### src/rtl/adc_rx_pkg.sv
`timescale 1ns/1ps
package adc_rx_pkg;
  typedef enum logic [1:0] {
    FMT_STRAIGHT = 2'd0,
    FMT_TWOS     = 2'd1,
    FMT_LINE     = 2'd2,
    FMT_SPARE    = 2'd3
  } fmt_e;
endpackage

### src/rtl/adc_rx_sync.sv
`timescale 1ns/1ps
module adc_rx_sync #(
  parameter int W      = 1,
  parameter int STAGES = 2
) (
  input  logic         clk,
  input  logic         rst,
  input  logic [W-1:0] d,
  output logic [W-1:0] q
);
  logic [W-1:0] chain [STAGES];

  generate
    for (genvar s = 0; s < STAGES; s++) begin : g_stage
      if (s == 0) begin : g_first
        always_ff @(posedge clk) begin
          if (rst) chain[s] <= '0;
          else     chain[s] <= d;
        end
      end else begin : g_next
        always_ff @(posedge clk) begin
          if (rst) chain[s] <= '0;
          else     chain[s] <= chain[s-1];
        end
      end
    end
  endgenerate

  assign q = chain[STAGES-1];
endmodule

### src/rtl/adc_rx_capture.sv
`timescale 1ns/1ps
module adc_rx_capture #(
  parameter int W     = 16,
  parameter int EDGES = W + 1
) (
  input  logic         clk,
  input  logic         rst,
  input  logic         sclk_s,
  input  logic         sdat_s,
  input  logic         busy_s,
  input  logic [W-1:0] par_s,
  output logic         cap_v,
  output logic [W-1:0] ser_word,
  output logic [W-1:0] par_word,
  output logic         edge_err
);
  localparam int CW = $clog2(EDGES + 2);
  localparam logic [CW-1:0] CMAX    = '1;
  localparam logic [CW-1:0] EXPECTC = CW'(EDGES);

  logic          sclk_q, busy_q;
  logic          sclk_fall, busy_rise, busy_fall;
  logic [W-1:0]  shreg, sh_nxt;
  logic [CW-1:0] cnt, cnt_nxt;

  assign sclk_fall = sclk_q & ~sclk_s;
  assign busy_rise = ~busy_q & busy_s;
  assign busy_fall = busy_q & ~busy_s;

  always_comb begin
    sh_nxt  = sclk_fall ? {shreg[W-2:0], sdat_s} : shreg;
    cnt_nxt = cnt;
    if (busy_rise)                      cnt_nxt = '0;
    else if (sclk_fall && cnt != CMAX)  cnt_nxt = cnt + 1'b1;
  end

  always_ff @(posedge clk) begin
    if (rst) begin
      sclk_q   <= 1'b0;
      busy_q   <= 1'b0;
      shreg    <= '0;
      cnt      <= '0;
      cap_v    <= 1'b0;
      ser_word <= '0;
      par_word <= '0;
      edge_err <= 1'b0;
    end else begin
      sclk_q <= sclk_s;
      busy_q <= busy_s;
      shreg  <= sh_nxt;
      cnt    <= cnt_nxt;
      cap_v  <= busy_fall;
      if (busy_fall) begin
        ser_word <= sh_nxt;
        par_word <= par_s;
        edge_err <= (cnt_nxt != EXPECTC);
      end
    end
  end
endmodule

### src/rtl/adc_rx_decode.sv
`timescale 1ns/1ps
module adc_rx_decode #(
  parameter int W = 16
) (
  input  logic             clk,
  input  logic             rst,
  input  logic             cap_v,
  input  logic [W-1:0]     ser_word,
  input  logic [W-1:0]     par_word,
  input  logic             edge_err,
  input  adc_rx_pkg::fmt_e fmt,
  output logic [W-1:0]     word_o,
  output logic             valid_o,
  output logic             frame_err_o,
  output logic             mismatch_o
);
  localparam logic [W-1:0] SIGN = {1'b1, {(W-1){1'b0}}};

  logic [W-1:0] dec;

  always_comb begin
    case (fmt)
      adc_rx_pkg::FMT_TWOS: dec = ~ser_word ^ SIGN;
      adc_rx_pkg::FMT_LINE: dec = ser_word;
      default:              dec = ~ser_word;
    endcase
  end

  always_ff @(posedge clk) begin
    if (rst) begin
      word_o      <= '0;
      valid_o     <= 1'b0;
      frame_err_o <= 1'b0;
      mismatch_o  <= 1'b0;
    end else begin
      valid_o <= cap_v;
      if (cap_v) begin
        word_o      <= dec;
        frame_err_o <= edge_err;
        mismatch_o  <= (ser_word != par_word);
      end
    end
  end
endmodule

### src/rtl/adc_serial_rx.sv
`timescale 1ns/1ps
module adc_serial_rx #(
  parameter int W      = 16,
  parameter int STAGES = 2
) (
  input  logic         clk,
  input  logic         rst,
  input  logic         conv_sclk_i,
  input  logic         conv_sdat_i,
  input  logic         conv_busy_i,
  input  logic [W-1:0] conv_par_i,
  input  logic [1:0]   fmt_i,
  output logic [W-1:0] word_o,
  output logic         valid_o,
  output logic         frame_err_o,
  output logic         mismatch_o
);
  localparam int EDGES = W + 1;

  logic [2:0]       ctl_s;
  logic [W-1:0]     par_s;
  logic             cap_v, edge_err;
  logic [W-1:0]     ser_word, par_word;
  adc_rx_pkg::fmt_e fmt_w;

  assign fmt_w = adc_rx_pkg::fmt_e'(fmt_i);

  adc_rx_sync #(.W(3), .STAGES(STAGES)) u_sync_ctl (
    .clk(clk), .rst(rst),
    .d({conv_busy_i, conv_sdat_i, conv_sclk_i}),
    .q(ctl_s)
  );

  adc_rx_sync #(.W(W), .STAGES(STAGES)) u_sync_par (
    .clk(clk), .rst(rst), .d(conv_par_i), .q(par_s)
  );

  adc_rx_capture #(.W(W), .EDGES(EDGES)) u_cap (
    .clk(clk), .rst(rst),
    .sclk_s(ctl_s[0]), .sdat_s(ctl_s[1]), .busy_s(ctl_s[2]),
    .par_s(par_s),
    .cap_v(cap_v), .ser_word(ser_word), .par_word(par_word),
    .edge_err(edge_err)
  );

  adc_rx_decode #(.W(W)) u_dec (
    .clk(clk), .rst(rst),
    .cap_v(cap_v), .ser_word(ser_word), .par_word(par_word),
    .edge_err(edge_err), .fmt(fmt_w),
    .word_o(word_o), .valid_o(valid_o),
    .frame_err_o(frame_err_o), .mismatch_o(mismatch_o)
  );
endmodule

### config.mk
export PLATFORM = sky130hd
export DESIGN_NAME = adc_serial_rx
export DESIGN_NICKNAME = d
export VERILOG_FILES = /design/src/rtl/adc_rx_pkg.sv /design/src/rtl/adc_rx_sync.sv /design/src/rtl/adc_rx_capture.sv /design/src/rtl/adc_rx_decode.sv /design/src/rtl/adc_serial_rx.sv
export SDC_FILE = /design/constraint.sdc
export NUM_CORES = 1
export LEC_CHECK = 0
export BUFFER_PORTS_ARGS = -buffer_cell sky130_fd_sc_hd__buf_2
export CORE_MARGIN = 2
export CORE_UTILIZATION = 50
export CTS_BUF_LIST = sky130_fd_sc_hd__clkbuf_4 sky130_fd_sc_hd__clkbuf_8
export DETAILED_ROUTE_END_ITERATION = 6
export GPL_TIMING_DRIVEN = 0
export PLACE_DENSITY = 0.66
export RECOVER_POWER = 25
export SKIP_LAST_GASP = 1
export SLEW_MARGIN = 20
export SYNTH_ARGS = -nofsm -noshare
export SYNTH_HDL_FRONTEND = slang
export SYNTH_SLANG_ARGS = --single-unit
### constraint.sdc
create_clock -name clk -period 5.5 [get_ports clk]
set_input_delay 1.65 -clock clk [delete_from_list [all_inputs] [get_ports clk]]
set_output_delay 1.65 -clock clk [all_outputs]
set_load 0.1 [all_outputs]
# After elaboration in Yosys (flattened, before gate mapping)
# Memory sizes are Yosys's and may differ from the RTL's. A register that Yosys moved wholly into a read port is not among the register bits.
# Cells that the tools add are included.
[op_classes]
addsub = 1
n_mul = 0
div_mod_pow = 0
magnitude_cmp = 0
n_eq_ne = 5
shifts = 0
mux = 11
bitwise_logic = 12
n_reduce_logical = 1
[op_table]
columns = ["cell", "count"]
rows = [
  ["$mux W16", 3],
  ["$pmux W16 S2", 1],
  ["$ne A16 B16 Y1", 1],
  ["$not A16 Y16", 1],
  ["$mux W5", 2],
  ["$ne A5 B5 Y1 const B", 2],
  ["$mux W3", 2],
  ["$add A5 B1 Y5 const B", 1],
  ["$not A1 Y1", 4],
  ["$or A1 B1 Y1", 4],
  ["$and A1 B1 Y1", 3],
  ["$mux W1", 3],
  ["$eq A2 B1 Y1 const B", 1],
  ["$eq A2 B2 Y1 const B", 1],
  ["$logic_and A1 B1 Y1", 1],
]
[word_totals]
regBits = 60
latchBits = 0
ram_bits = 38
mem_bits_ro = 0
in_bits = 23
output_inout_bits = 19
word_cells = 43
memories = 2
[memory_table]
columns = ["name", "depth", "width", "read_ports", "rd_ports_with_merged_regs", "write_ports", "line_no", "rtl"]
rows = [
  ["u_sync_par.chain", 2, 16, 2, 1, 2, "adc_rx_sync.sv:11", "logic [W-1:0] chain [STAGES];"],
  ["u_sync_ctl.chain", 2, 3, 2, 0, 2, "adc_rx_sync.sv:11", ""],
]

# Depth between registers and ports, before layout
[depth]
depth_word = 6
depth_mapped = 7
mapped_depth_nobuf = 7

# Cells and area by module
# From an unflattened synthesis, not the netlist that was laid out.
[hier_totals]
hier_cells = 421
area_unflattened_um2 = 4177.8
[by_module_without_submodules]
columns = ["module", "n_inst", "cells_each", "area_each_um2", "seq_area_each_um2"]
rows = [
  ["adc_rx_capture", 1, 219, 2073.2, 1141.1],
  ["adc_rx_decode", 1, 123, 1083.5, 380.4],
  ["adc_rx_sync at u_sync_par", 1, 67, 863.3, 640.6],
  ["adc_rx_sync at u_sync_ctl", 1, 12, 157.7, 120.1],
]

# Worst setup path before layout
# Ideal clock, no wire load.
[synth_timing]
path_kind = "input-to-reg"
start = "input port fmt_i[0]"
end = "register u_dec.word_o[10]"
setup_time_ns = 0.132
t_arrival_ns = 2.800
required_ns = 5.368
path_slack_ns = 2.568
cell_stages = 7
n_path_buf = 2
path_cell_list = "inv_1 ha_1 or2_2 clkbuf_1 buf_2 o211ai_1 a21oi_1"
[synth_between]
elab_chain_cells = 2
word_cells_on_any_way = 3
cone_classes = "2 x eq/ne; 1 x mux"
[synth_lines]
columns = ["element", "line_no", "rtl"]
rows = [
  ["start: declaration", "adc_serial_rx.sv:12", "input logic [1:0] fmt_i,"],
  ["$eq A2 B2 Y1 / $eq A2 B1 Y1 (equally long branches)", "adc_rx_decode.sv:22", "case (fmt)"],
  ["$pmux W16 S2 (*)", "adc_rx_decode.sv:22", ""],
  ["end signal: assignment", "adc_rx_decode.sv:31", "word_o <= '0;"],
  ["end signal: assignment", "adc_rx_decode.sv:38", "word_o <= dec;"],
  ["end: declaration", "adc_rx_decode.sv:12", "output logic [W-1:0] word_o,"],
]
# Mark *: on every way between the ends. The rest lies on a longest branch, timed or not.
# A chain may end at the register's enable or synchronous reset.

# Final worst setup path
[layout_timing]
start = "register u_dec.mismatch_o"
end = "output port mismatch_o"
[layout_rtl]
columns = ["element", "line_no", "rtl"]
rows = [
  ["start: declaration", "adc_rx_decode.sv:15", "output logic mismatch_o"],
  ["start signal: assignment", "adc_rx_decode.sv:40", "mismatch_o <= (ser_word != par_word);"],
  ["end: declaration", "adc_serial_rx.sv:16", "output logic mismatch_o"],
]
# No word-level cell between the ends.

==> impl_metrics.yaml <==
grt:
  grt_pass1_vias: 2657
  antenna_found_initial: 0
  grt_pass1_wl_um: 12300
  grt_util_met3: 0.0670
  grt_overflow: 0
  busiest_layer: "met2"
  track_usage: 0.184
  met2_usage: 0.295
  grt_max_degree: 17
  met1_usage: 0.222
logic_synthesis:
  synth-main-ff-cell: "dfxtp_1"
  yosys-top-cells-area: "dfxtp_1 (56%), nor2b_1 (6.3%), mux2i_1 (4.6%), nand2_1 (4.5%), nor2_1 (3.9%)"
  avgSynthCellArea_sq_um: 9.69
  synth.distinct_cells: 33
  netlist.area_leader.share: 0.557
  syn_area_sq_um: 4100
  synthCells: 423
  synth_nets: 450
  synth_warnings: 0
  synth_top_cell_by_area: "dfxtp_1"
  ys_seq_area_frac: 0.557
  synth-seq-cells: 114
  synth_edf_count: 0
  async_flop_share: 0
floorplan:
  fp.dieH_um: 94.5
  die_x_um: 94.5
  io_pins: 42
  rows: 33
  die_area_sq_um: 8940
  start_util: 0.506
  core_area_sq_um: 8090
cells_and_area:
  drive_above_1_share: 0.162
  final_nets: 509
  diodes: 0
  areaGrowthSynthToFinish_pct: 20.1
  nFillCells: 719
  stdcell_area_sq_um: 4920
critical_path:
  cpMaxStageDelayCell: "buf_2"
  cpPeakStageDelay_ns: 0.43
  arrival_ns: 1.19
  worstPathRequired_ns: 3.85
  cp_cell_sequence: "buf_2"
  reg2reg_depth: 7
  cp_top_family: "buffers and inverters"
  r2r-end: "u_cap.edge_err"
  path_buf_inv: 1
  r2r_slack_ns: 3.40
  cp-end-kind: "output port"
  r2r_start: "u_cap.cnt[0]"
  path_max_fanout: 2
  worstSetupPathType: "register to output port"
  cp-start-kind: "register"
  cp_num_cells: 1
routing:
  routed-via-count: 2908
  antenna_left: 0
  drcViolationCount: 0
  first_pass_iters: 4
  routed_wl_um: 7610
  routed_via_density: 4.85
  drt-initial-drc-count: 73
  wire_per_inst_um: 12.7
timing:
  hold_viol_final: 0
  setup_viol: 0
  min_period_ns: 2.84
  fmax_mhz: 352
  worst_pin_slew_ns: 0.547
  finalClockSkew_ns: 0.00759
  slew_viol_final: 0
  maxSlewHeadroom: 0.636
  whs_ns: 0.430
  setup-tns-final_ns: 0
  rsz0062_at_grt: "false"
  timing.final.crit_share: 0.516
clock_network:
  cts_inserted_buffers: 17
  hold_buffers: 0
  clockBufferDepth: 2
  clk_pin_slew_ns: 0.06
  cts.sinks: 114
  ctsResizeCount: 0
  cts_tree: "done"
  htree_levels: 4
  clock-root-buffer: "clkbuf_8"
  worstSkewPairLatency_ns: 0.41
  post_cts_buffers: 0
placed_design:
  numPortBuffers: 40
  dpl-instance-area_sq_um: 4430
  dp_hpwl_um: 5540
  place_congestion: 0.843
min_path:
  hold_path_class: "register to register"
  holdPathEnd: "u_sync_par.chain[1][0]"
  holdCritStartpoint: "u_sync_par.chain[0][0]"
  hold_depth: 1
outcome:
  outcome: "completed"
run:
  cap_violations: 0
pwr:
  p_per_area_nw_per_um2: 384
  leakage_nw: 1.83
  vdd_drop_max_v: 0.000181
==> layer usage <==
metal / part of all wire / wire, um / vias to the layer above
met5: 0 / 0 / -
met4: 0.013 / 99 / 0
met3: 0.048 / 363 / 7
met2: 0.47 / 3550 / 69
met1: 0.47 / 3600 / 1303
li1: - / - / 1529
==> worst max-delay path by stage <==
stage | from | to | slack, ns
3_3_place_gp | fmt_i[0] | u_dec.word_o[0] | 2.33
5_1_grt | u_dec.word_o[8] | word_o[8] | 2.60
6_report | u_dec.mismatch_o | mismatch_o | 2.66
2_1_floorplan | fmt_i[0] | u_dec.word_o[10] | 2.57
3_5_place_dp | fmt_i[0] | u_dec.word_o[3] | 2.32
4_1_cts | u_dec.word_o[8] | word_o[8] | 2.64
==> cell type report <==
| cell class | count | area (sq um) | area share |
|---|---|---|---|
| clock inverter | 10 | 203 | 0.0412 |
| inverter | 4 | 15.0 | 0.00305 |
| clock buffer | 22 | 290 | 0.0590 |
| multi-input combinational | 277 | 1680 | 0.341 |
| buffer | 28 | 120 | 0.0244 |
| tap | 105 | 131 | 0.0267 |
| timing repair buffer | 40 | 200 | 0.0407 |
| sequential | 114 | 2280 | 0.464 |
==> sequential cells by signal, summed over array words and instances, names as in the netlist <==
register / count
u_cap.busy_q: 1
u_sync_ctl.chain: 6
u_cap.cnt: 5
u_cap.ser_word: 16
u_cap.edge_err: 1
u_dec.valid_o: 1
u_sync_par.chain: 32
u_cap.shreg: 16
u_cap.sclk_q: 1
u_cap.par_word: 16
u_dec.frame_err_o: 1
u_dec.word_o: 16
u_dec.mismatch_o: 1
u_cap.cap_v: 1
==> cell usage in the layout, fill, tap and decap left out, types with 16 or more instances in the layout <==
cell      count
dfxtp_1     114
nand2_1      49
buf_2        43
nor2_1       43
nor2b_1      41
a21oi_1      31
clkbuf_1     22
clkbuf_8     20
mux2i_1      19
nand2b_1     18
xnor2_1      17
a211oi_1     17
o211ai_1     16
==> logic make-up after synthesis <==
group / after synthesis / share of synthesized area
and+or+nand+nor: 163 / 0.196
DFF: 114 / 0.557
AOI/OAI and AO/OA: 71 / 0.113
buffers and inverters: 32 / 0.0330
xor gates and xnor gates: 20 / 0.0427
muxes: 19 / 0.0464
adders and majority gates: 4 / 0.0122
==> cells in the mapped netlist, drive strengths merged (2+ instances only) <==
library cell,instances
a21oi,31
inv,4
clkbuf,22
a311oi,2
mux2i,19
buf,6
a211oi,17
nand3,2
dfxtp,114
nand4,4
xor2,3
ha,4
nor2,43
nand2b,18
nand2,49
o211ai,16
nor2b,41
xnor2,17
==> metrics by stage <==
stage | total power [mW] | instances | util | setup slack (ns)
2_1_floorplan | 0.942 | 423 | - | 2.57
3_3_place_gp | 0.966 | 568 | 0.547 | 2.33
3_5_place_dp | 0.968 | 568 | 0.547 | 2.32
4_1_cts | 1.91 | 600 | 0.608 | 2.64
5_1_grt | 1.96 | 600 | 0.608 | 2.60
6_report | 1.89 | 600 | 0.608 | 2.66
==> power by group <==
part	switching [mW]	leakage, nW	internal, mW
logic	0.0587	0.651	0.0332
registers	0.0112	0.928	0.847
clock network	0.313	0.250	0.630
No activity file was read; power rests on OpenSTA's default activity.
